--- config.mk ---
export PLATFORM = sky130hd
export DESIGN_NAME = cfg_stream_parser
export DESIGN_NICKNAME = d
export VERILOG_FILES = /design/src/rtl/cfgp_pkg.sv /design/src/rtl/cfgp_ckacc.sv /design/src/rtl/cfgp_shreg.sv /design/src/rtl/cfg_stream_parser.sv
export SDC_FILE = /design/constraint.sdc
export NUM_CORES = 1
export LEC_CHECK = 0
export ABC_CLOCK_PERIOD_IN_PS = 5280
export BUFFER_PORTS_ARGS = -buffer_cell sky130_fd_sc_hd__buf_2
export CAP_MARGIN = 20
export CORE_MARGIN = 4
export CORE_UTILIZATION = 48
export DETAILED_ROUTE_END_ITERATION = 10
export PLACE_DENSITY = 0.64
export SYNTH_ARGS = -nofsm -noshare
export SYNTH_HDL_FRONTEND = slang
export SYNTH_SLANG_ARGS = --single-unit
--- constraint.sdc ---
create_clock -name clk -period 5.28 [get_ports clk]
set_clock_uncertainty 0.05 [all_clocks]
set_input_delay 1.056 -clock clk [delete_from_list [all_inputs] [get_ports clk]]
set_output_delay 1.056 -clock clk [all_outputs]
set_load 0.005 [all_outputs]
--- src/rtl/cfgp_pkg.sv ---
package cfgp_pkg;

    typedef enum logic [4:0] {
        ST_IDLE,
        ST_ONES,
        ST_PRE,
        ST_LEN,
        ST_SEP,
        ST_FSTART,
        ST_FDATA,
        ST_FCHK,
        ST_POST,
        ST_BOOT,
        XT_ONES,
        XT_PRE,
        XT_FILL,
        XT_FDATA,
        XT_BOOT,
        ST_DONE,
        ST_ERR
    } cfgp_state_e;

    // serial preamble and postamble, leftmost bit arrives first
    localparam logic [3:0] PRE_CODE  = 4'b0010;
    localparam logic [3:0] POST_CODE = 4'b0110;
    localparam int         CHK_W     = 4;
    localparam int         MIN_ONES  = 8;
    localparam int         BOOT_ITEMS = 4;
    localparam int         X_FILL_BYTES = 3;
    localparam logic [7:0] X_ONES_BYTE = 8'hFF;
    localparam logic [3:0] X_PRE_NIB   = 4'h4;

endpackage

--- src/rtl/cfgp_ckacc.sv ---
module cfgp_ckacc #(
    parameter int W = 4
) (
    input  logic         clk,
    input  logic         rst_n,
    input  logic         clr,
    input  logic         add,
    input  logic         bit_i,
    output logic [W-1:0] sum
);

    // running count of one bits, wraps modulo 2**W
    always_ff @(posedge clk or negedge rst_n) begin
        if (!rst_n) begin
            sum <= '0;
        end else if (clr) begin
            sum <= '0;
        end else if (add && bit_i) begin
            sum <= sum + 1'b1;
        end
    end

endmodule

--- src/rtl/cfgp_shreg.sv ---
module cfgp_shreg #(
    parameter int W = 24
) (
    input  logic         clk,
    input  logic         rst_n,
    input  logic         shift,
    input  logic         din,
    output logic [W-1:0] q
);

    // first bit in ends up as the MSB
    always_ff @(posedge clk or negedge rst_n) begin
        if (!rst_n) begin
            q <= '0;
        end else if (shift) begin
            q <= {q[W-2:0], din};
        end
    end

endmodule

--- src/rtl/cfg_stream_parser.sv ---
module cfg_stream_parser
    import cfgp_pkg::*;
#(
    parameter int FRAME_BITS = 16,
    parameter int SEP_BITS   = 4,
    parameter int LEN_W      = 24,
    parameter int EXP_FRAMES = 2
) (
    input  logic       clk,
    input  logic       rst_n,
    input  logic       wide_mode,
    input  logic       in_valid,
    input  logic       in_bit,
    input  logic [7:0] in_byte,
    output logic       dout_valid,
    output logic [7:0] dout,
    output logic       frame_end,
    output logic       header_ok,
    output logic       done,
    output logic       err
);

    localparam int FBYTES  = FRAME_BITS / 8;
    localparam int MAX_A   = (FRAME_BITS > LEN_W) ? FRAME_BITS : LEN_W;
    localparam int CNT_MAX = (MAX_A > SEP_BITS) ? MAX_A : SEP_BITS;
    localparam int CNT_W   = $clog2(CNT_MAX + 1);
    localparam int FC_W    = (EXP_FRAMES > 1) ? $clog2(EXP_FRAMES) : 1;

    localparam logic [CNT_W-1:0] LAST_DATA = CNT_W'(FRAME_BITS - 1);
    localparam logic [CNT_W-1:0] LAST_LEN  = CNT_W'(LEN_W - 1);
    localparam logic [CNT_W-1:0] LAST_SEP  = CNT_W'(SEP_BITS - 1);
    localparam logic [CNT_W-1:0] LAST_BYTE = CNT_W'(FBYTES - 1);
    localparam logic [CNT_W-1:0] LAST_CHK  = CNT_W'(CHK_W - 1);
    localparam logic [CNT_W-1:0] LAST_BOOT = CNT_W'(BOOT_ITEMS - 1);
    localparam logic [CNT_W-1:0] LAST_FILL = CNT_W'(X_FILL_BYTES - 1);
    localparam logic [CNT_W-1:0] ONES_MIN  = CNT_W'(MIN_ONES);
    localparam logic [FC_W-1:0]  LAST_FR   = FC_W'(EXP_FRAMES - 1);

    cfgp_state_e state, nxt, cur;

    logic [CNT_W-1:0] cnt, cnt_n;
    logic [LEN_W-1:0] used, used_n;
    logic [FC_W-1:0]  frames, frames_n;
    logic [LEN_W-1:0] len_q;
    logic [CHK_W-1:0] rx_q;
    logic [CHK_W-1:0] ck_sum;

    logic len_sh, rx_sh, ck_clr, ck_add;
    logic emit, fend, hdr_set, err_set, done_set;
    logic [7:0] emit_val;
    logic       exp_bit;

    // byte mode needs whole bytes per frame
    generate
        if (FRAME_BITS % 8 != 0) begin : g_bad_frame
            initial $error("FRAME_BITS must be a multiple of 8");
        end
    endgenerate

    cfgp_shreg #(.W(LEN_W)) u_len (
        .clk   (clk),
        .rst_n (rst_n),
        .shift (len_sh),
        .din   (in_bit),
        .q     (len_q)
    );

    cfgp_shreg #(.W(CHK_W)) u_rx (
        .clk   (clk),
        .rst_n (rst_n),
        .shift (rx_sh),
        .din   (in_bit),
        .q     (rx_q)
    );

    cfgp_ckacc #(.W(CHK_W)) u_ck (
        .clk   (clk),
        .rst_n (rst_n),
        .clr   (ck_clr),
        .add   (ck_add),
        .bit_i (in_bit),
        .sum   (ck_sum)
    );

    // next-state and control decode
    always_comb begin
        nxt      = state;
        cnt_n    = cnt;
        used_n   = used;
        frames_n = frames;
        len_sh   = 1'b0;
        rx_sh    = 1'b0;
        ck_clr   = 1'b0;
        ck_add   = 1'b0;
        emit     = 1'b0;
        emit_val = '0;
        fend     = 1'b0;
        hdr_set  = 1'b0;
        err_set  = 1'b0;
        done_set = 1'b0;
        exp_bit  = 1'b0;

        if (state == ST_IDLE) begin
            cur = wide_mode ? XT_ONES : ST_ONES;
            nxt = cur;
        end else begin
            cur = state;
        end

        if (in_valid) begin
            unique case (cur)
                ST_ONES: begin
                    if (in_bit) begin
                        if (cnt < ONES_MIN) cnt_n = cnt + 1'b1;
                    end else if (cnt == ONES_MIN) begin
                        nxt   = ST_PRE;
                        cnt_n = CNT_W'(1);
                    end else begin
                        err_set = 1'b1;
                    end
                end
                ST_PRE: begin
                    exp_bit = PRE_CODE[2'(3 - cnt)];
                    if (in_bit != exp_bit) begin
                        err_set = 1'b1;
                    end else if (cnt == LAST_CHK) begin
                        nxt   = ST_LEN;
                        cnt_n = '0;
                    end else begin
                        cnt_n = cnt + 1'b1;
                    end
                end
                ST_LEN: begin
                    len_sh = 1'b1;
                    if (cnt == LAST_LEN) begin
                        nxt   = ST_SEP;
                        cnt_n = '0;
                    end else begin
                        cnt_n = cnt + 1'b1;
                    end
                end
                ST_SEP: begin
                    if (!in_bit) begin
                        err_set = 1'b1;
                    end else if (cnt == LAST_SEP) begin
                        hdr_set = 1'b1;
                        cnt_n   = '0;
                        used_n  = '0;
                        nxt     = (len_q == '0) ? ST_POST : ST_FSTART;
                    end else begin
                        cnt_n = cnt + 1'b1;
                    end
                end
                ST_FSTART: begin
                    if (in_bit) begin
                        err_set = 1'b1;
                    end else begin
                        nxt    = ST_FDATA;
                        used_n = used + 1'b1;
                        ck_clr = 1'b1;
                        cnt_n  = '0;
                    end
                end
                ST_FDATA: begin
                    emit     = 1'b1;
                    emit_val = {7'b0, in_bit};
                    ck_add   = 1'b1;
                    used_n   = used + 1'b1;
                    if (cnt == LAST_DATA) begin
                        nxt   = ST_FCHK;
                        cnt_n = '0;
                    end else begin
                        cnt_n = cnt + 1'b1;
                    end
                end
                ST_FCHK: begin
                    rx_sh  = 1'b1;
                    used_n = used + 1'b1;
                    if (cnt == LAST_CHK) begin
                        cnt_n = '0;
                        if ({rx_q[CHK_W-2:0], in_bit} != ck_sum) begin
                            err_set = 1'b1;
                        end else begin
                            fend = 1'b1;
                            if (used_n == len_q) begin
                                nxt = ST_POST;
                            end else if (used_n > len_q) begin
                                err_set = 1'b1;
                            end else begin
                                nxt = ST_FSTART;
                            end
                        end
                    end else begin
                        cnt_n = cnt + 1'b1;
                    end
                end
                ST_POST: begin
                    exp_bit = POST_CODE[2'(3 - cnt)];
                    if (in_bit != exp_bit) begin
                        err_set = 1'b1;
                    end else if (cnt == LAST_CHK) begin
                        nxt   = ST_BOOT;
                        cnt_n = '0;
                    end else begin
                        cnt_n = cnt + 1'b1;
                    end
                end
                ST_BOOT, XT_BOOT: begin
                    if (cnt == LAST_BOOT) begin
                        nxt      = ST_DONE;
                        done_set = 1'b1;
                        cnt_n    = '0;
                    end else begin
                        cnt_n = cnt + 1'b1;
                    end
                end
                XT_ONES: begin
                    if (in_byte != X_ONES_BYTE) err_set = 1'b1;
                    else                        nxt     = XT_PRE;
                end
                XT_PRE: begin
                    if (in_byte[3:0] != X_PRE_NIB) begin
                        err_set = 1'b1;
                    end else begin
                        nxt   = XT_FILL;
                        cnt_n = '0;
                    end
                end
                XT_FILL: begin
                    if (cnt == LAST_FILL) begin
                        hdr_set  = 1'b1;
                        nxt      = XT_FDATA;
                        cnt_n    = '0;
                        frames_n = '0;
                    end else begin
                        cnt_n = cnt + 1'b1;
                    end
                end
                XT_FDATA: begin
                    emit     = 1'b1;
                    emit_val = in_byte;
                    if (cnt == LAST_BYTE) begin
                        fend  = 1'b1;
                        cnt_n = '0;
                        if (frames == LAST_FR) nxt = XT_BOOT;
                        else                   frames_n = frames + 1'b1;
                    end else begin
                        cnt_n = cnt + 1'b1;
                    end
                end
                default: begin
                    // DONE and ERR consume items without effect
                end
            endcase
        end

        if (err_set) nxt = ST_ERR;
    end

    // state register and field counters
    always_ff @(posedge clk or negedge rst_n) begin
        if (!rst_n) begin
            state  <= ST_IDLE;
            cnt    <= '0;
            used   <= '0;
            frames <= '0;
        end else begin
            state  <= nxt;
            cnt    <= cnt_n;
            used   <= used_n;
            frames <= frames_n;
        end
    end

    // registered outputs
    always_ff @(posedge clk or negedge rst_n) begin
        if (!rst_n) begin
            dout_valid <= 1'b0;
            dout       <= '0;
            frame_end  <= 1'b0;
            header_ok  <= 1'b0;
            done       <= 1'b0;
            err        <= 1'b0;
        end else begin
            dout_valid <= emit;
            dout       <= emit_val;
            frame_end  <= fend;
            header_ok  <= header_ok | hdr_set;
            done       <= done | done_set;
            err        <= err | err_set;
        end
    end

endmodule

==> out/results.tsv <==
stage	metric	value	unit
pwr	p_leak	2.544	nW
logic_synthesis	synthesis.area	5328	sq um
detailed_routing	wl_per_cell	16.56	microns
placement	place.gp.congestion	0.9304	
timing	setup_viol	0	
die	rows	38	
placement	place_area	5488	sq um
critical_path	cp_slowest_stage_delay	540	ps
timing	slew-limit-headroom	26.93	%
timing	fmax	225.7	MHz
detailed_routing	drc_errors	0	
pwr	power.share.combinational	25.5	%
global_routing	track_usage	20.98	%
clock_tree	cts_tree	yes	
clock_tree	clkTransAtPathRegs	90	ps
global_routing	overflow	0	
clock_tree	cts-root-buf	clkbuf_8	
critical_path	critPathMaxFanout	6	
logic_synthesis	ys_seq_area_share	37.11	%
detailed_routing	drtAntennaViolNets	0	
placement	portBuffers	25	
clock_tree	hold_buffers	0	
die	io_pins	26	
global_routing	grt_first_pass_wirelength	21680	microns
global_routing	antenna_found_initial	0	
logic_synthesis	synth-async-reset-ratio	100.0	%
timing	fin_crit	4431	ps
timing	slew_violations	0	
critical_path	crit_path_start_kind	flop	
logic_synthesis	syn-instance-count	612	
cells_and_area	fin_area	5699	sq um
pwr	finalPower	1.604	mW
logic_synthesis	syn_area_per_cell	8.705	sq um
global_routing	grt_max_degree	80	
logic_synthesis	ys_ff_latch	79	
detailed_routing	vias	4435	
clock_tree	cts_made_buffers	9	
timing	rsz0062_at_grt	no	
die	core-area	10840	sq um
clock_tree	cts_setup_buffers	0	
critical_path	crit_required	5490	ps
clock_tree	cts-resized-gates	0	
clock_tree	clk-insertion-delay-late	380	ps
logic_synthesis	synth_fp_nets	657	
logic_synthesis	synth_cell_types	72	
pwr	p_seq_share	47.7	%
die	start_util	49.15	%
global_routing	first_global_vias	4372	
cells_and_area	antenna_cells	0	
cells_and_area	area.growth.synth_to_final	6.975	%
pwr	ir_worst_vdd	170.7	uV
pwr	p_int	1.015	mW
pwr	clkPwrFrac	26.7	%
detailed_routing	vias_per_cell	5.797	
logic_synthesis	synth-edff-count	0	
critical_path	crit_type	reg2reg	
min_path	min_path_type	reg2reg	
flow_run	cap_violations	0	
critical_path	end_kind	flop	
logic_synthesis	ys.flop_type	dfrtp_1	
outcome	status	finished, final reports clean	
critical_path	crit_chain	ha_1 -> nand3_1 -> nor4_2 -> and3_1 -> nand3_1 -> xnor2_1 -> ha_1 -> nand4_1 -> or3_1 -> nor4_1 -> nor2_1 -> o31a_1 -> or4_1 -> o311a_1	
cells_and_area	fin_nets	666	
detailed_routing	drtPass1Iterations	4	
critical_path	arrival	4640	ps
die	die_h	113.4	microns
pwr	p_sw_share	36.70	%
clock_tree	htree_levels	3	
timing	finalHoldViolCount	0	
timing	finalSetupTns	0	ps
clock_tree	cts_num_sinks	79	
clock_tree	clockBufferDepth	2	
cells_and_area	drive_gt1_share	12.00	%
timing	tightest_slew	1087	ps
detailed_routing	drt_iter0_drc	401	
pwr	power-per-cell-area	281.4	nW/um^2
die	die_area	12850	sq um
timing	min_period_over_period	83.91	%
cells_and_area	nFillCells	1010	
pwr	p_sw	0.5886	mW
critical_path	slowest_stage	or4_1	
placement	dp_hpwl	9180	microns
die	die_x	113.4	microns
logic_synthesis	yosysWarnings	0	
detailed_routing	totalWireLength	12670	microns
[cell type report]
cell class | instances | area [sq um] | share of cell area (%)
clock buffer | 10 | 137.6 | 2.415
inverter | 33 | 123.9 | 2.173
timing repair buffer | 30 | 182.7 | 3.205
clock inverter | 5 | 41.29 | 0.7245
sequential | 79 | 1977 | 34.69
multi-input combinational | 468 | 3062 | 53.72
tap | 140 | 175.2 | 3.074
[layer usage]
layer  part of all wire [%]  wire [microns]  global-route usage, %  vias up
met2                     48            6142                  34.04      105
li1                       -               -                      -     2202
met5                      0               0                      0        -
met4                    1.9             238                  7.933        0
met1                     46            5767                  28.07     2108
met3                    4.1             523                  3.690       20
[worst max-delay path, delay by kind of cell, from the launching register on]
kind / cells / cell delay [ps]
fa+ha+maj: 2 / 580
simple gates: 9 / 2810
compound gates: 2 / 270
xor+xnor: 1 / 170
flops: 1 / 450
[power by group through the flow]
stage,sequential [mW],combinational [mW],clock (mW)
detailed placement,0.775,0.404,0
finish,0.766,0.410,0.428
floorplan,0.691,0.385,0
global placement,0.775,0.400,0
CTS,0.763,0.407,0.444
global route,0.779,0.462,0.474
[Yosys cell counts, types with 8 or more instances]
master / count / area share, %
dfrtp_1: 79 / 37
and3_1: 17 / 2.0
nand2_1: 83 / 5.8
nor2_1: 40 / 2.8
inv_1: 32 / 2.3
buf_2: 15 / 1.4
nand2b_1: 8 / 0.94
clkbuf_1: 11 / 0.78
o21ai_0: 51 / 4.8
nor4_1: 12 / 1.4
nor3_1: 9 / 0.85
xnor2_1: 18 / 3.0
a21o_1: 11 / 1.6
a21oi_1: 16 / 1.5
nand4_1: 10 / 1.2
ha_1: 32 / 7.5
a22o_1: 12 / 2.0
xor2_1: 11 / 1.8
nor2b_1: 9 / 1.1
nand3_1: 24 / 2.3
[stage by stage]
step                setup slack [ps]  cells  utilization, %  hold slack (ps)
floorplan                       1307    612               -            401.0
global placement                1098    748           50.62            399.5
detailed placement             907.5    748           50.62            407.7
CTS                            870.2    763           52.27            427.8
global route                   502.1    765           52.57            413.5
finish                         849.4    765           52.57            419.5
[flip-flops by register name (all words and copies together), names as in the netlist]
signal	count
u_len.q	24
used	24
dout	8
cnt	5
state	5
u_ck.sum	4
u_rx.q	3
done	1
dout_valid	1
err	1
frame_end	1
frames	1
header_ok	1
[layout by cell type (no fill, tap or decap), drive strengths merged, types with 3 or more instances in the layout]
cell type	n
a211oi	6
a21o	11
a21oi	16
a22o	12
and2	4
and3	17
buf	30
clkbuf	10
dfrtp	79
ha	32
inv	34
mux2	6
nand2	83
nand2b	9
nand3	24
nand3b	5
nand4	10
nor2	43
nor2b	9
nor3	9
nor4	14
nor4b	4
o21a	4
o21ai	58
o21bai	3
o31ai	10
or2	4
or3	3
xnor2	18
xor2	11
[worst paths after layout]
kind,startpoint,endpoint,slack [ps],cells past startpoint
max,used[0],state[1],850,14
min,header_ok,header_ok,420,1
max reg2reg,used[0],state[1],850,14
min reg2reg,header_ok,header_ok,420,1
max in group asynchronous,rst_n,used[8],4180,2
min in group asynchronous,rst_n,dout[1],440,1
[cell families (layout without fill, tap and decap cells)]
family	count (synthesis)	after routing	share of synthesized area, %
and+or+nand+nor	249	249	24.35
AOI/OAI and AO/OA	150	150	19.19
DFF	79	79	37.11
buffers and inverters	65	78	5.425
adders and majority gates	32	32	7.515
xor gates and xnor gates	29	29	4.767
muxes	8	8	1.644
Power figures use the tool's default switching activity.
